--- config.mk ---
export PLATFORM = sky130hd
export DESIGN_NAME = startup_cfg_reg
export DESIGN_NICKNAME = d
export VERILOG_FILES = /design/src/rtl/startup_cfg_pkg.sv /design/src/rtl/cfg_guard_window.sv /design/src/rtl/cfg_bit_store.sv /design/src/rtl/cfg_read_port.sv /design/src/rtl/startup_cfg_reg.sv
export SDC_FILE = /design/constraint.sdc
export NUM_CORES = 1
export LEC_CHECK = 0
export BUFFER_PORTS_ARGS = -buffer_cell sky130_fd_sc_hd__buf_2
export CAP_MARGIN = 5
export CORE_AREA = 2 2 39 41
export DETAILED_ROUTE_END_ITERATION = 8
export DIE_AREA = 0 0 41 43
export GPL_TIMING_DRIVEN = 0
export PLACE_DENSITY = 0.72
export REMOVE_ABC_BUFFERS = 1
export SLEW_MARGIN = 10
export SYNTH_ARGS = -nofsm -noshare
export SYNTH_HDL_FRONTEND = slang
export SYNTH_SLANG_ARGS = --single-unit
--- constraint.sdc ---
create_clock -name clk -period 3 [get_ports clk]
set_input_delay 0.45 -clock clk [delete_from_list [all_inputs] [get_ports clk]]
set_output_delay 0.45 -clock clk [all_outputs]
set_load 0.1 [all_outputs]
--- src/rtl/startup_cfg_pkg.sv ---
package startup_cfg_pkg;

    parameter int DATA_W       = 8;
    parameter int ADDR_W       = 6;
    parameter int CFG_OFFSET   = 'h3F;
    parameter int WINDOW_TICKS = 64;
    parameter int WDOG_BIT     = 2;
    parameter int ROM_BIT      = 1;

    typedef struct packed {
        logic wdog_off;
        logic rom_on;
    } cfg_bits_t;

    localparam cfg_bits_t CFG_RESET = '{wdog_off: 1'b0, rom_on: 1'b1};

    function automatic logic [DATA_W-1:0] cfg_to_bus(input cfg_bits_t c);
        logic [DATA_W-1:0] v;
        v = '0;
        v[WDOG_BIT] = c.wdog_off;
        v[ROM_BIT]  = c.rom_on;
        return v;
    endfunction

    function automatic cfg_bits_t bus_to_cfg(input logic [DATA_W-1:0] d);
        cfg_bits_t c;
        c.wdog_off = d[WDOG_BIT];
        c.rom_on   = d[ROM_BIT];
        return c;
    endfunction

endpackage

--- src/rtl/cfg_guard_window.sv ---
module cfg_guard_window #(
    parameter int WINDOW_TICKS = startup_cfg_pkg::WINDOW_TICKS
) (
    input  logic clk,
    input  logic rst,
    input  logic bus_tick,
    input  logic special_mode,
    input  logic wr_hit,
    output logic wr_grant
);
    localparam int CNT_W = $clog2(WINDOW_TICKS + 1);
    localparam logic [CNT_W-1:0] CNT_LAST = CNT_W'(WINDOW_TICKS);

    logic [CNT_W-1:0] tick_cnt;
    logic             used_q;
    logic             window_open;

    assign window_open = (tick_cnt < CNT_LAST);
    assign wr_grant    = wr_hit && (special_mode || (window_open && !used_q));

    always_ff @(posedge clk) begin
        if (rst) begin
            tick_cnt <= '0;
        end else if (bus_tick && window_open) begin
            tick_cnt <= tick_cnt + 1'b1;
        end
    end

    always_ff @(posedge clk) begin
        if (rst) begin
            used_q <= 1'b0;
        end else if (wr_grant && !special_mode) begin
            used_q <= 1'b1;
        end
    end

    AST_CNT_BOUND: assert property (@(posedge clk) disable iff (rst)
        tick_cnt <= CNT_LAST);
    AST_IDLE_HOLD: assert property (@(posedge clk) disable iff (rst)
        !bus_tick |=> $stable(tick_cnt));
    AST_USED_STICKY: assert property (@(posedge clk) disable iff (rst)
        used_q |=> used_q);
    AST_NO_LATE_GRANT: assert property (@(posedge clk) disable iff (rst)
        (!special_mode && !window_open) |-> !wr_grant);
    AST_SPECIAL_GRANT: assert property (@(posedge clk) disable iff (rst)
        (special_mode && wr_hit) |-> wr_grant);
endmodule

--- src/rtl/cfg_bit_store.sv ---
module cfg_bit_store
    import startup_cfg_pkg::*;
(
    input  logic              clk,
    input  logic              rst,
    input  logic              wr_grant,
    input  logic [DATA_W-1:0] wr_data,
    output cfg_bits_t         bits_q
);
    always_ff @(posedge clk) begin
        if (rst) begin
            bits_q <= CFG_RESET;
        end else if (wr_grant) begin
            bits_q <= bus_to_cfg(wr_data);
        end
    end

    AST_HOLD_NO_GRANT: assert property (@(posedge clk) disable iff (rst)
        !wr_grant |=> $stable(bits_q));
    AST_RESET_VALUE: assert property (@(posedge clk)
        rst |=> (bits_q.rom_on && !bits_q.wdog_off));
endmodule

--- src/rtl/cfg_read_port.sv ---
module cfg_read_port
    import startup_cfg_pkg::*;
(
    input  logic [ADDR_W-1:0] addr,
    input  cfg_bits_t         bits_q,
    output logic [DATA_W-1:0] rd_data
);
    localparam logic [ADDR_W-1:0] SEL = ADDR_W'(CFG_OFFSET);

    always_comb begin
        rd_data = '0;
        if (addr == SEL) begin
            rd_data = cfg_to_bus(bits_q);
        end
    end

    always_comb begin
        AST_UNUSED_ZERO: assert (rd_data[DATA_W-1:WDOG_BIT+1] == '0 && rd_data[0] == 1'b0);
    end
endmodule

--- src/rtl/startup_cfg_reg.sv ---
module startup_cfg_reg
    import startup_cfg_pkg::*;
(
    input  logic              clk,
    input  logic              rst,
    input  logic              special_mode,
    input  logic              bus_tick,
    input  logic [ADDR_W-1:0] addr,
    input  logic              wr_en,
    input  logic [DATA_W-1:0] wr_data,
    output logic [DATA_W-1:0] rd_data,
    output logic              wdog_disable,
    output logic              rom_enable
);
    localparam logic [ADDR_W-1:0] SEL = ADDR_W'(CFG_OFFSET);

    logic      wr_hit;
    logic      wr_grant;
    cfg_bits_t bits_q;

    assign wr_hit = wr_en && (addr == SEL);

    cfg_guard_window #(.WINDOW_TICKS(WINDOW_TICKS)) u_window (
        .clk          (clk),
        .rst          (rst),
        .bus_tick     (bus_tick),
        .special_mode (special_mode),
        .wr_hit       (wr_hit),
        .wr_grant     (wr_grant)
    );

    cfg_bit_store u_store (
        .clk      (clk),
        .rst      (rst),
        .wr_grant (wr_grant),
        .wr_data  (wr_data),
        .bits_q   (bits_q)
    );

    cfg_read_port u_read (
        .addr    (addr),
        .bits_q  (bits_q),
        .rd_data (rd_data)
    );

    assign wdog_disable = bits_q.wdog_off;
    assign rom_enable   = bits_q.rom_on;

    AST_OTHER_ADDR: assert property (@(posedge clk) disable iff (rst)
        (wr_en && addr != SEL) |=> ($stable(wdog_disable) && $stable(rom_enable)));
    AST_ROM_OUT_RESET: assert property (@(posedge clk)
        rst |=> (rom_enable && !wdog_disable));
endmodule

* Word-level counts from Yosys, hierarchy flattened
Index checks and enable logic that the tools add are counted.
** Operators by class
- Add/sub/neg operators :: 1
- Multipliers :: 0
- Divide/modulo/power cells :: 0
- Order comparisons :: 1
- Equal/unequal tests :: 1
- Shift-type cells :: 0
- Muxes and demuxes :: 1
- Bitwise operators :: 0
- Reductions and logical operators :: 8
** Operators with widths (count)
- adder 7 x 1 -> 7 bit, second input constant :: 1
- less-than comparator 7 bit, second input constant :: 1
- == test 6 bit, second input constant :: 1
- logical AND 1 bit :: 5
- two-way mux 3 bit :: 1
- zero test 1 bit :: 2
- logical OR 1 bit :: 1
** Storage, ports and cells
- Flip-flop bits (word level) :: 10
- Latch bits :: 0
- RAM bits :: 0
- Bits in read-only memories :: 0
- Output and inout bits :: 10
- Logic and storage cells :: 16
- Memories kept :: 0

* Depth between registers and ports, before layout
- Depth in word-level cells :: 5
- Mapped depth :: 4
- Depth with buffers taken out :: 4

* By module
Synthesis repeated with hierarchy kept, for this count alone.
** Unflattened totals
- Cells, all modules :: 59
- Area, all modules :: 518.0 sq um
** Modules (own cells, without submodules)
- cfg_guard_window :: times used 1, cells each 38, area an instance 361.6 sq um, sequential area each 160.2 sq um
- cfg_read_port :: times used 1, cells each 12, area an instance 72.6 sq um, sequential area each 0.0 sq um
- cfg_bit_store :: times used 1, cells each 6, area an instance 68.8 sq um, sequential area each 40.0 sq um
- startup_cfg_reg :: times used 1, cells each 3, area an instance 15.0 sq um, sequential area each 0.0 sq um

* Worst setup path after synthesis
No wires, ideal clock.
- Path type :: reg2out
- From :: reg, netlist name u_store.bits_q[0]
- To :: out rd_data[1]
- Arrival time :: 1.813 ns
- Required time :: 2.550 ns
- Path slack :: 0.737 ns
- Cell stages (with the launch flop) :: 2
- Path buffers :: 0
- Cells stage by stage :: dfxtp_1 > and2_1
** On the way
- Word-level cells in the longest chain between the ends :: 1
** Ends and longest elaborated chain
- two-way mux 3 bit :: line cfg_read_port.sv:12 : if (addr == SEL) begin
- end: declaration :: line startup_cfg_reg.sv:11 : output logic [DATA_W-1:0] rd_data,
No other way between the ends.

* Worst setup path after layout
- From :: in addr[3]
- To :: out rd_data[2]
** On the way
- Word-level cells in the longest chain between the ends :: 2
** Ends and longest elaborated chain
- start: declaration :: line startup_cfg_reg.sv:8 : input logic [ADDR_W-1:0] addr,
- == test 6 bit :: line cfg_read_port.sv:12
- two-way mux 3 bit :: line cfg_read_port.sv:12
No other way between the ends.

==> results.tsv <==
stage	metric	value	unit
status	status	complete, no violations	
yosys	synth.distinct_cells	25	
cells_and_area	drive_gt1_share	30.7	%
worst_hold_path	min_path_type	input port to register	
sta	setup_viol	0	
cells_and_area	layout_common_cells	buf_2, dfxtp_1, nor2_1	
floorplanning	num_io_pins	29	
placement	io_buffers	16	
cells_and_area	layout_commonest_cell	buf_2	
sta	hold_viol	0	
sta	setup_tns	0	ns
yosys	yosysTopAreaCellShare	38.5	%
floorplanning	dieArea	1760	um2
floorplanning	start_util	37.6	%
floorplanning	core_area	1380	um2
sta	skew	0.00169	ns
cells_and_area	syn_to_final_growth	17.8	%
routing	avgRoutedWirePerCell	10.2	um
run	drv_cap	0	
setup_path	slowest_stage	buf_2	
sta	rsz0062_at_grt	false	
routing	drc_errors	0	
clock_network	cts.htree.levels	1	
setup_path	crit_path_max_incr_delay	0.42	ns
power	clkPwrFrac	31.0	%
yosys	ys_seq_area_share	38.5	%
clock_network	cts_buffer_depth	2	
global_route	gr-usage-all-layers	12.5	%
yosys	synth_largest_area_cell	dfxtp_1	
power	p_seq_share	48.8	%
global_route	grt_max_degree	11	
sta	max_freq	546	MHz
yosys	ys_seq_elements	10	
clock_network	ctsResizeCount	0	
clock_network	cts-buffers-inserted	3	
setup_path	critPathLaunchType	input port	
routing	routed_wl	930	um
setup_path	crit_required	2.55	ns
setup_path	setup.worst_path.end_class	output pin	
sta	worst_hold_slack	0.443	ns
sta	final_max_slew_viol_count	0	
power	p_comb_share	20.2	%
routing	viasPerCell	4.90	
placement	gp_congestion	0.661	
power	p_per_area	463	nW/um2
sta	period_share	61.1	%
power	power.leakage	0.000265	uW
cells_and_area	diodes	0	
sta	finalCriticalPeriod	1.83	ns
yosys	postSynthCellCount	58	
routing	drt_iter0_markers	2	
setup_path	arrival	1.38	ns
clock_network	clkSinkCount	10	
floorplanning	num_rows	14	
power	swShare	31.7	%
power	p_int	194	uW
power	peakVddDrop	0.186	mV
yosys	synth_warnings	0	
clock_network	cts_hold_buf	0	
clock_network	clkLatencyLatePin	0.26	ns
yosys	synth.area.top_cells	dfxtp_1, buf_4, mux2i_1	
yosys	syn-cell-area	520	um2
routing	dr.pass1.iters	2	
clock_network	path_clk_slew	0.06	ns
floorplanning	die_w	41	um
clock_network	cts_root_buffer	clkbuf_4	
cells_and_area	layout.nets	97	
global_route	antenna_found_initial	0	
global_route	gr-total-overflow	0	
setup_path	crit_path_cell_trace	buf_2 > nand4_1 > nor2_1 > and2_1 > buf_2	
floorplanning	die_h	43	um
clock_network	post_cts_buffers	0	
setup_path	crit_path_max_fanout	2	
global_route	grt_pass1_vias	423	
power	switchingPower	90.1	uW
global_route	grt_pass1_wl	1.50	mm
setup_path	crit_type	input port to output pin	
routing	ant_nets	0	
setup_path	crit_path_frequent_cell	buf_2	
yosys	synth_area_per_cell	8.97	um2
routing	vias	446	
clock_network	tritoncts	done	
-- critical path: cells and delay by family --
kind / cells / cell delay [ns]
buffers and inverters: 2 / 0.50
and+or+nand+nor: 3 / 0.44
-- metal layers --
| metal | global-route usage (%) | part of all wire (%) |
|---|---|---|
| met5 | 0 | 0 |
| met4 | 10.0 | 0.86 |
| met3 | 1.57 | 2.2 |
| met2 | 20.9 | 54 |
| met1 | 12.7 | 43 |
-- Yosys cell counts --
cell type,number
o21ai_0,2
o21ba_2,1
and2_1,2
nand4_1,2
nor4b_4,1
a22o_1,1
or3_2,1
or4_1,1
buf_4,6
ha_1,1
inv_1,1
nand2_1,5
mux2i_1,3
o31ai_1,1
nand3b_1,1
clkbuf_1,1
conb_1,1
or3_1,1
nand2b_4,1
nand3_1,1
a21oi_1,3
nor2_1,8
dfxtp_1,10
o21a_1,1
xor2_1,2
-- flip-flops by register name (all words and copies together), names as in the netlist --
name and count:
u_window.tick_cnt 7, u_store.bits_q 2, u_window.used_q 1
-- final cells by class --
type	instances	area [um2]
multi-input combinational	45	287
clock buffer	3	22.5
fill	145	771
inverter	1	3.75
sequential	10	200
tap	16	20.0
timing repair buffer	16	80.1
-- power groups by stage --
stage / Sequential, uW / Combinational, uW / Clock, uW
floorplan: 142 / 44.5 / 0
global route: 139 / 61.5 / 96.9
finish: 138 / 57.3 / 88.0
global placement: 141 / 56.4 / 0
CTS: 138 / 57.5 / 90.9
detailed placement: 141 / 57.4 / 0
-- stage by stage --
| stage | std cells | utilization, % | worst slack (ns) | area (um2) | total power [uW] |
|---|---|---|---|---|---|
| finish | 91 | 44.3 | 1.17 | 613 | 284 |
| global route | 91 | 44.3 | 1.11 | 613 | 297 |
| CTS | 91 | 44.3 | 1.16 | 613 | 287 |
| detailed placement | 88 | 42.7 | 1.16 | 591 | 199 |
| global placement | 88 | 42.7 | 1.18 | 591 | 198 |
| floorplan | 56 | - | 0.737 | 490 | 186 |
-- final timing paths --
kind	from	to	slack [ns]	cells after the start
worst max-delay path	addr[3]	rd_data[2]	1.17	5
worst min-delay path	wr_data[2]	u_store.bits_q[1]$_SDFFE_PP0P_	0.44	3
worst max register to register	u_window.tick_cnt[6]$_SDFFE_PP0P_	u_window.tick_cnt[5]$_SDFFE_PP0P_	1.78	3
worst min register to register	u_store.bits_q[1]$_SDFFE_PP0P_	u_store.bits_q[1]$_SDFFE_PP0P_	0.48	2
-- cell families after synthesis --
group,count (synthesis),share of synthesized area [%]
XOR/XNOR,2,3.37
flip-flops,10,38.5
AO/OA/AOI/OAI,9,11.3
AND/OR/NAND/NOR,24,27.9
buffers and inverters,8,10.1
multiplexers,3,5.77
other,1,0.720
adder cells (fa/ha/maj),1,2.40
(Power assumes the default switching activity.)
